<file path="config.mk">
export PLATFORM = sky130hd
export DESIGN_NAME = cc_channel
export DESIGN_NICKNAME = d
export VERILOG_FILES = /design/src/rtl/cc_pkg.sv /design/src/rtl/cc_capture.sv /design/src/rtl/cc_regs.sv /design/src/rtl/cc_compare.sv /design/src/rtl/cc_channel.sv
export SDC_FILE = /design/constraint.sdc
export NUM_CORES = 1
export LEC_CHECK = 0
export BUFFER_PORTS_ARGS = -buffer_cell sky130_fd_sc_hd__buf_4
export CELL_PAD_IN_SITES_DETAIL_PLACEMENT = 1
export CELL_PAD_IN_SITES_GLOBAL_PLACEMENT = 2
export CORE_MARGIN = 2
export CORE_UTILIZATION = 30
export DETAILED_ROUTE_END_ITERATION = 10
export PLACE_DENSITY = 0.77
export SLEW_MARGIN = 5
export SYNTH_ARGS = -nofsm -noshare
export SYNTH_HDL_FRONTEND = slang
export SYNTH_SLANG_ARGS = --single-unit
</file>
<file path="constraint.sdc">
create_clock -name clk_i -period 2.4 [get_ports clk_i]
set_input_delay 0.24 -clock clk_i [delete_from_list [all_inputs] [get_ports clk_i]]
set_output_delay 0.24 -clock clk_i [all_outputs]
set_load 0.02 [all_outputs]
</file>
<file path="src/rtl/cc_pkg.sv">
package cc_pkg;
  typedef enum logic [2:0] {
    ACT_SET     = 3'b000,
    ACT_CLR     = 3'b001,
    ACT_TGL     = 3'b010,
    ACT_UP_SET  = 3'b011,
    ACT_UP_CLR  = 3'b100,
    ACT_C0_CLR  = 3'b101,
    ACT_C0_SET  = 3'b110,
    ACT_INIT    = 3'b111
  } cmp_act_e;

  typedef struct packed {
    logic     radio_src;
    logic     irq_en;
    cmp_act_e act;
    logic     cmp_mode;
    logic [1:0] edge_sel;
  } ctrl_t;

  localparam ctrl_t CTRL_RST = '{radio_src: 1'b0, irq_en: 1'b1, act: ACT_SET,
                                 cmp_mode: 1'b0, edge_sel: 2'b00};

  localparam logic [1:0] ADDR_CTRL = 2'd0;
  localparam logic [1:0] ADDR_LO   = 2'd1;
  localparam logic [1:0] ADDR_HI   = 2'd2;
endpackage

</file>
<file path="src/rtl/cc_capture.sv">
module cc_capture #(
  parameter int SYNC_STAGES = 2
) (
  input  logic       clk_i,
  input  logic       rst_ni,
  input  logic       pin_i,
  input  logic       radio_i,
  input  logic       en_i,
  input  logic       radio_sel_i,
  input  logic [1:0] edge_sel_i,
  output logic       evt_o
);
  logic [SYNC_STAGES:0] sh_q;
  logic rise, fall, pin_evt;

  always_ff @(posedge clk_i or negedge rst_ni) begin
    if (!rst_ni) sh_q <= '0;
    else         sh_q <= {sh_q[SYNC_STAGES-1:0], pin_i};
  end

  // edge taken between last sync stage and one extra history flop
  assign rise    = sh_q[SYNC_STAGES-1] & ~sh_q[SYNC_STAGES];
  assign fall    = ~sh_q[SYNC_STAGES-1] & sh_q[SYNC_STAGES];
  assign pin_evt = (edge_sel_i[0] & rise) | (edge_sel_i[1] & fall);
  assign evt_o   = en_i & (radio_sel_i ? (radio_i & (|edge_sel_i)) : pin_evt);
endmodule

</file>
<file path="src/rtl/cc_regs.sv">
module cc_regs
  import cc_pkg::*;
#(
  parameter int CNT_W = 16
) (
  input  logic             clk_i,
  input  logic             rst_ni,
  input  logic             we_i,
  input  logic [1:0]       addr_i,
  input  logic [CNT_W/2-1:0] wdata_i,
  input  logic [CNT_W-1:0] cnt_i,
  input  logic             cap_evt_i,
  output ctrl_t            ctrl_o,
  output logic [CNT_W-1:0] val_o,
  output logic [CNT_W/2-1:0] lo_o,
  output logic             pend_o,
  output logic [CNT_W-1:0] pend_val_o,
  output logic             init_o,
  output logic [CNT_W/2-1:0] rdata_o
);
  localparam int BYTE_W = CNT_W / 2;

  ctrl_t ctrl_q, ctrl_d;
  logic [BYTE_W-1:0] lo_q;
  logic [CNT_W-1:0]  val_q, pv_q;
  logic pend_q, wr_ctrl, wr_lo, wr_hi, cnt_zero;

  assign wr_ctrl  = we_i && addr_i == ADDR_CTRL;
  assign wr_lo    = we_i && addr_i == ADDR_LO;
  assign wr_hi    = we_i && addr_i == ADDR_HI;
  assign cnt_zero = cnt_i == '0;
  assign init_o   = wr_ctrl && cmp_act_e'(wdata_i[5:3]) == ACT_INIT;

  always_comb begin
    ctrl_d = ctrl_t'(wdata_i[7:0]);
    if (init_o) ctrl_d.act = ctrl_q.act;
  end

  always_ff @(posedge clk_i or negedge rst_ni) begin
    if (!rst_ni) begin
      ctrl_q <= CTRL_RST;
      lo_q   <= '0;
      val_q  <= '0;
      pv_q   <= '0;
      pend_q <= 1'b0;
    end else begin
      if (wr_ctrl) ctrl_q <= ctrl_d;
      if (wr_lo)   lo_q   <= wdata_i;
      if (wr_hi) begin
        if (!ctrl_q.cmp_mode) begin
          val_q  <= {wdata_i, lo_q};
          pend_q <= 1'b0;
        end else begin
          pv_q   <= {wdata_i, lo_q};
          pend_q <= 1'b1;
        end
      end else if (pend_q && cnt_zero) begin
        val_q  <= pv_q;
        pend_q <= 1'b0;
      end else if (cap_evt_i) begin
        val_q  <= cnt_i;
      end
    end
  end

  always_comb begin
    unique case (addr_i)
      ADDR_CTRL: rdata_o = ctrl_q;
      ADDR_LO:   rdata_o = val_q[BYTE_W-1:0];
      ADDR_HI:   rdata_o = val_q[CNT_W-1:BYTE_W];
      default:   rdata_o = '0;
    endcase
  end

  assign ctrl_o     = ctrl_q;
  assign val_o      = val_q;
  assign lo_o       = lo_q;
  assign pend_o     = pend_q;
  assign pend_val_o = pv_q;
endmodule

</file>
<file path="src/rtl/cc_compare.sv">
module cc_compare
  import cc_pkg::*;
#(
  parameter int CNT_W = 16
) (
  input  logic             clk_i,
  input  logic             rst_ni,
  input  logic [CNT_W-1:0] cnt_i,
  input  logic [CNT_W-1:0] val_i,
  input  logic             mode_i,
  input  cmp_act_e         act_i,
  input  logic             updown_i,
  input  logic             down_i,
  input  logic             ch0_i,
  input  logic             init_i,
  output logic             match_o,
  output logic             out_o
);
  logic out_q, out_d, zero;

  assign match_o = mode_i && cnt_i == val_i;
  assign zero    = cnt_i == '0;

  // later assignments take priority: own match beats zero and channel-0
  always_comb begin
    out_d = out_q;
    if (mode_i) begin
      unique case (act_i)
        ACT_SET: if (match_o) out_d = 1'b1;
        ACT_CLR: if (match_o) out_d = 1'b0;
        ACT_TGL: if (match_o) out_d = ~out_q;
        ACT_UP_SET: begin
          if (updown_i) begin
            if (match_o) out_d = ~down_i;
          end else begin
            if (zero)    out_d = 1'b0;
            if (match_o) out_d = 1'b1;
          end
        end
        ACT_UP_CLR: begin
          if (updown_i) begin
            if (match_o) out_d = down_i;
          end else begin
            if (zero)    out_d = 1'b1;
            if (match_o) out_d = 1'b0;
          end
        end
        ACT_C0_CLR: begin
          if (ch0_i)   out_d = 1'b0;
          if (match_o) out_d = 1'b1;
        end
        ACT_C0_SET: begin
          if (ch0_i)   out_d = 1'b1;
          if (match_o) out_d = 1'b0;
        end
        default: out_d = out_q;
      endcase
    end
    if (init_i) out_d = 1'b0;
  end

  always_ff @(posedge clk_i or negedge rst_ni) begin
    if (!rst_ni) out_q <= 1'b0;
    else         out_q <= out_d;
  end

  assign out_o = out_q;
endmodule

</file>
<file path="src/rtl/cc_channel.sv">
module cc_channel
  import cc_pkg::*;
#(
  parameter int CNT_W       = 16,
  parameter int SYNC_STAGES = 2
) (
  input  logic             clk_i,
  input  logic             rst_ni,
  input  logic [CNT_W-1:0] cnt_i,
  input  logic             cnt_down_i,
  input  logic             updown_mode_i,
  input  logic             ch0_match_i,
  input  logic             cap_pin_i,
  input  logic             radio_evt_i,
  input  logic             reg_we_i,
  input  logic [1:0]       reg_addr_i,
  input  logic [7:0]       reg_wdata_i,
  output logic [7:0]       reg_rdata_o,
  output logic             out_o,
  output logic             irq_o
);
  localparam int BYTE_W = CNT_W / 2;

  ctrl_t             ctrl_q;
  logic [CNT_W-1:0]  val_q, pv_q;
  logic [BYTE_W-1:0] lo_q;
  logic pend_q, init, cap_evt, cmp_match, evt_q;

  cc_capture #(.SYNC_STAGES(SYNC_STAGES)) u_cap (
    .clk_i, .rst_ni,
    .pin_i       (cap_pin_i),
    .radio_i     (radio_evt_i),
    .en_i        (~ctrl_q.cmp_mode),
    .radio_sel_i (ctrl_q.radio_src),
    .edge_sel_i  (ctrl_q.edge_sel),
    .evt_o       (cap_evt)
  );

  cc_regs #(.CNT_W(CNT_W)) u_regs (
    .clk_i, .rst_ni,
    .we_i       (reg_we_i),
    .addr_i     (reg_addr_i),
    .wdata_i    (reg_wdata_i),
    .cnt_i,
    .cap_evt_i  (cap_evt),
    .ctrl_o     (ctrl_q),
    .val_o      (val_q),
    .lo_o       (lo_q),
    .pend_o     (pend_q),
    .pend_val_o (pv_q),
    .init_o     (init),
    .rdata_o    (reg_rdata_o)
  );

  cc_compare #(.CNT_W(CNT_W)) u_cmp (
    .clk_i, .rst_ni,
    .cnt_i,
    .val_i    (val_q),
    .mode_i   (ctrl_q.cmp_mode),
    .act_i    (ctrl_q.act),
    .updown_i (updown_mode_i),
    .down_i   (cnt_down_i),
    .ch0_i    (ch0_match_i),
    .init_i   (init),
    .match_o  (cmp_match),
    .out_o
  );

  always_ff @(posedge clk_i or negedge rst_ni) begin
    if (!rst_ni) evt_q <= 1'b0;
    else         evt_q <= cap_evt | cmp_match;
  end

  assign irq_o = evt_q & ctrl_q.irq_en;
endmodule

</file>
After elaboration in Yosys (flattened, before gate mapping)
Index checks and enable logic that the tools add are counted.
- flip-flop bits (word level): 54
- latch bits: 0
- memory bits (writable): 0
- bits in read-only memories: 0
- input bits: 34
- output and inout port bits: 10
- memories kept: 0
- add/sub/neg operators: 0
- $mul: 0
- div/mod/pow operators: 0
- order comparisons: 0
- equal/unequal tests: 20
- shift-type cells: 0
- muxes and demuxes: 27
- bitwise logic cells: 15
- reductions and logical operators: 18
- operator list (kind ; number):
    16-bit two-way mux ; 4
    4-bit != test, second input constant ; 6
    8-bit one-hot mux with 3 select lines ; 1
    1-bit two-way mux ; 21
    16-bit equality test ; 1
    16-bit logical NOT ; 1
    3-bit equality test, second input constant ; 4
    11-bit AND reduction ; 1
    3-bit != test, second input constant ; 3
    8-bit nonzero test ; 1
    1-bit AND ; 7
    1-bit one-hot mux with 7 select lines ; 1
    3-bit by 2-bit equality test with 1-bit output, second input constant ; 2
    1-bit logical AND ; 6
    1-bit inverter ; 6
    2-bit AND reduction ; 3
    2-bit nonzero test ; 2
    3-bit by 1-bit equality test with 1-bit output, second input constant ; 1
    3-bit logical NOT ; 1
    3-bit nonzero test ; 1
    2-bit by 1-bit equality test with 1-bit output, second input constant ; 1
    2-bit equality test, second input constant ; 1
    2-bit logical NOT ; 1
    2-bit != test, second input constant ; 1
    other kinds (2) ; 3

Depth between registers and ports, before layout
- depth in word-level cells: 9
- gate-level depth with buffers: 8
- mapped depth without buffers: 7

Hierarchy
A second synthesis with hierarchy kept.
- cell total of the unflattened synthesis: 282
- area total of the unflattened synthesis: 3045.4 um2
- by module, submodules not included (module ; times used ; cells each ; area an instance (um2) ; sequential area each (um2)):
    cc_regs ; 1 ; 217 ; 2504.9 ; 1227.4
    cc_compare ; 1 ; 51 ; 386.6 ; 25.0
    cc_capture ; 1 ; 10 ; 112.6 ; 75.1
    cc_channel ; 1 ; 4 ; 41.3 ; 25.0

Worst setup path after synthesis
No wires, ideal clock.
- path kind: register to register
- from: register u_regs.val_q[14] (netlist: u_regs.val_o[14])
- to: register u_cmp.out_q (netlist: u_cmp.out_o)
- library setup time: 89 ps
- arrival time: 1766 ps
- data required time: 2311 ps
- setup slack: 546 ps
- cell stages (with the launch flop): 8
- path buffers: 0
- clock period less this slack: 1854 ps
- cells stage by stage: dfrtp_1 xor2_1 or4_1 nor4_1 nand3_1 mux2i_1 mux2i_1 a41oi_1
- cells in the longest elaborated chain, start to end: 7
- elaborated cells on any way between the ends: 21
- RTL lines (item ; line ; source):
    start: declaration ; cc_regs.sv:25 ; logic [CNT_W-1:0] val_q, pv_q;
    start signal: assignment ; cc_regs.sv:51 ; val_q <= {wdata_i, lo_q};
    start signal: assignment ; cc_regs.sv:58 ; val_q <= pv_q;
    start signal: assignment ; cc_regs.sv:61 ; val_q <= cnt_i;
    16-bit equality test (*) ; cc_compare.sv:21 ; assign match_o = mode_i && cnt_i == val_i;
    1-bit logical AND (*) ; cc_compare.sv:21 ;
    1-bit two-way mux, on equally long branches ; cc_compare.sv:45, cc_compare.sv:37 ;
    1-bit two-way mux, on equally long branches ; cc_compare.sv:41, cc_compare.sv:33 ;
    1-bit one-hot mux with 7 select lines ; cc_compare.sv:28 ; unique case (act_i)
    1-bit two-way mux ; cc_compare.sv:27 ; if (mode_i) begin
    1-bit two-way mux ; cc_compare.sv:59 ; if (init_i) out_d = 1'b0;
    end signal: assignment ; cc_compare.sv:64 ; else out_q <= out_d;
    end: declaration ; cc_compare.sv:19 ; logic out_q, out_d, zero;
Mark *: on every way between the ends. The rest lies on a longest branch, timed or not. The select of a mux whose other input is x is not followed.
A chain may end at the register's enable or synchronous reset.

Final worst setup path
Ends and elaborated chain as after synthesis.

==> run summary <==
## Run status
* **status** finished clean

## STA
* **final period demand of the worst path** 2.14 ns
* **Max Transition Viols Final** 0
* **number of setup violations in the final report** 0
* **upper clock frequency limit** 468 MHz
* **Max-slew headroom** 0.532
* **Period Utilization, post-route** 0.890
* **worst slew pin tran** 0.702 ns
* **RSZ-0062 raised after global routing** false
* **Fin Clk Skew** 0.0124 ns
* **number of hold violations in the final report** 0
* **setup total negative slack** 0 ns

## CTS
* **total CTS buffers** 5
* **clock tree from TritonCTS** yes
* **CTS HTree Levels** 2
* **buffer levels on the longest clock path** 2
* **Clk Latency, worst-skew pair** 0.31 ns
* **clock slew at the register clock pins of the worst setup and hold paths** 0.10 ns
* **Root Driver** clkbuf_8
* **CTS sink count** 54

## Yosys
* **Post-Synthesis Mean Instance Area** 10.2 um^2
* **Post-synth top flop** dfrtp_1
* **cell area after synthesis** 0.00285 mm^2
* **number of synthesized register bits** 54
* **number of synthesized flops with an enable pin** 0
* **Warnings, synthesis** 0
* **Syn Nets** 313
* **portion of the post-synthesis area used by sequential elements** 0.475
* **post-synthesis instance total** 279
* **Yosys cell types** 38
* **fraction of registers with async set/reset** 1.00

## Critical path
* **cell occurring most often along the worst timing path** mux2i_1
* **Critical Path Start Type** flip-flop
* **maximum cell stage delay along the critical path** 0.52 ns
* **kind of critical path** flip-flop to flip-flop
* **Worst setup EP type** flip-flop
* **critical path peak fanout** 3
* **Worst Reg2Reg Path Length in Cells** 7
* **CP required** 2.62 ns
* **cell-by-cell listing of the critical path** xor2_1 -> or4_1 -> nor4_1 -> nand3_1 -> mux2i_1 -> mux2i_1 -> a41oi_1
* **slowest stage cell, crit path** or4_1
* **Critical Path AT** 2.36 ns

## Global routing
* **pin count of the biggest net entering global routing** 55
* **first-pass GRT wire length** 13.2 mm
* **via count of the first global-routing pass** 2420
* **highest-utilization routing layer at the global route stage** met2
* **global routing usage on met1** 0.233
* **overall routing resource usage** 0.168
* **antenna violations before repair** 0
* **total congestion overflow after global routing** 0
* **met3 Use GR** 0.0248
* **GR Layer Usage met2** 0.283

## Place
* **HPWL reported at the end of detailed placement** 5.94 mm
* **Final GP Congestion** 0.782
* **IO buf count** 43
* **post-place instance area** 0.00333 mm^2

## Final layout
* **Layout Nets** 355
* **combined area of the multi-input logic cells** 0.00143 mm^2
* **fraction of final layout cells with drive strength greater than 1** 0.317
* **Final Instance Area** 0.00343 mm^2
* **# diodes** 0
* **fillcell total** 1058
* **FF/Latch Area** 0.00135 mm^2
* **synth-to-layout area growth** 20.5%

## Routing
* **drt first-iter violations** 66
* **number of DRC violations after detailed routing** 0
* **routed length per instance** 18.1 um
* **post-detailed-route via-to-cell ratio** 5.03
* **drt pass-1 iters** 4
* **via count** 2267
* **Final Routed Wirelength** 8.18 mm
* **number of nets still failing antenna checks after routing** 0

## Floorplan
* **Chip Height** 101 um
* **Core Region** 0.00924 mm^2
* **Chip Width** 101 um
* **die footprint** 0.0103 mm^2
* **effective utilization at floorplan** 0.308
* **I/O pin total** 44
* **number of placement rows** 35

## Min path
* **Worst Hold Class** input port to flip-flop
* **Hold Crit Depth** 1

## Power and ir drop
* **worst vdd ir** 0.326 mV
* **cell area power density** 855 mW/mm^2
* **leakage component of the power** 1.44 nW

## Run
* **number of maximum-capacitance constraint violations** 0

-- power breakdown --
part           internal (mW)  total, mW  switching [mW]
registers               1.21       1.46           0.254
clock network          0.209      0.521           0.312
logic                  0.506      0.951           0.444
total                   1.92       2.93            1.01
-- layout by cell type (no fill, tap or decap), drive strengths merged, types with 2 or more instances in the layout --
cell type	count
a21oi	23
buf	49
clkbuf	6
dfrtp	53
inv	2
mux2	40
mux2i	10
nand2	50
nand3	4
nand3b	2
nand4	4
nor2	3
nor3b	2
nor4	6
o21ai	30
o22a	4
xnor2	12
xor2	4
-- critical path, delay by kind of cell (launching register included) --
kind | cells | cell delay [ns]
mux | 2 | 0.28
flops | 1 | 0.43
simple gates | 3 | 1.01
xor+xnor | 1 | 0.17
compound gates | 1 | 0.15
-- final timing paths --
kind	startpoint	endpoint	slack, ns
worst min register to register	u_cap.sh_q[0]$_DFF_PN0_	u_cap.sh_q[1]$_DFF_PN0_	0.36
worst max-delay path	u_regs.val_o[14]$_DFFE_PN0P_	u_cmp.out_o$_DFFE_PN0P_	0.26
worst min-delay path	cap_pin_i	u_cap.sh_q[0]$_DFF_PN0_	0.03
max in group asynchronous	rst_ni	u_regs.val_o[13]$_DFFE_PN0P_	1.42
worst max register to register	u_regs.val_o[14]$_DFFE_PN0P_	u_cmp.out_o$_DFFE_PN0P_	0.26
min in group asynchronous	rst_ni	u_regs.pend_val_o[9]$_DFFE_PN0P_	0.52
-- stage by stage --
stage | utilization | hold WS [ns] | power, mW | worst slack [ns] | instances
floorplan | - | -0.0556 | 2.05 | 0.546 | 279
global placement | 0.360 | 0.334 | 2.40 | 0.302 | 442
finish | 0.371 | 0.0258 | 2.93 | 0.263 | 451
CTS | 0.370 | 0.0176 | 2.96 | 0.246 | 451
detailed placement | 0.360 | 0.337 | 2.43 | 0.302 | 442
global route | 0.371 | 0.0148 | 3.12 | 0.0196 | 451
-- cell usage after synthesis (all sizes together), types with 3 or more instances --
library cell / count / share of area
dfrtp: 53 / 0.47
nand2: 50 / 0.066
mux2: 40 / 0.16
o21ai: 30 / 0.053
a21oi: 23 / 0.040
xnor2: 12 / 0.037
clkbuf: 10 / 0.014
mux2i: 10 / 0.035
nor4: 6 / 0.013
buf: 5 / 0.0088
nand3: 4 / 0.0070
nand4: 4 / 0.0088
o22a: 4 / 0.012
xor2: 4 / 0.012
nor2: 3 / 0.0048
-- state kept, by name, indices dropped and copies added (netlist names) --
name / count
evt_q: 1
u_regs.pend_val_o: 16
u_regs.pend_o: 1
u_cap.sh_q: 3
u_cmp.out_o: 1
u_regs.lo_o: 8
u_regs.val_o: 16
u_regs.ctrl_o: 8
-- what timing repair did --
action | CTS | global route
hold endpoints to repair | 32 | 0
resized for setup | 0 | 1
buffers inserted | 0 | 0
hold buffers | 1 | 0
setup endpoints to repair | 0 | 1
-- cells by family after synthesis --
family | after synthesis | share of synthesized area
adder cells (fa/ha/maj) | 1 | 0.00352
multiplexers | 50 | 0.193
AO/OA/AOI/OAI | 62 | 0.120
XOR/XNOR | 16 | 0.0493
buffers and inverters | 16 | 0.0237
flip-flops | 54 | 0.475
AND/OR/NAND/NOR | 80 | 0.135
-- routing by layer --
| metal | wire (um) | vias to the layer above |
|---|---|---|
| met2 | 3870 | 52 |
| met1 | 3920 | 1133 |
| li1 | - | 1075 |
| met4 | 87 | 0 |
| met5 | 0 | - |
| met3 | 301 | 7 |
-- final cells by class --
type	instances	share of cell area
inverters	1	0.00109
clock buffers	6	0.0212
flip-flops and latches	54	0.395
multi-input cells	209	0.418
clock inverters	2	0.00401
repair buffers	50	0.114
well taps	129	0.0471
Note: power is estimated with default switching activity, not from simulation.
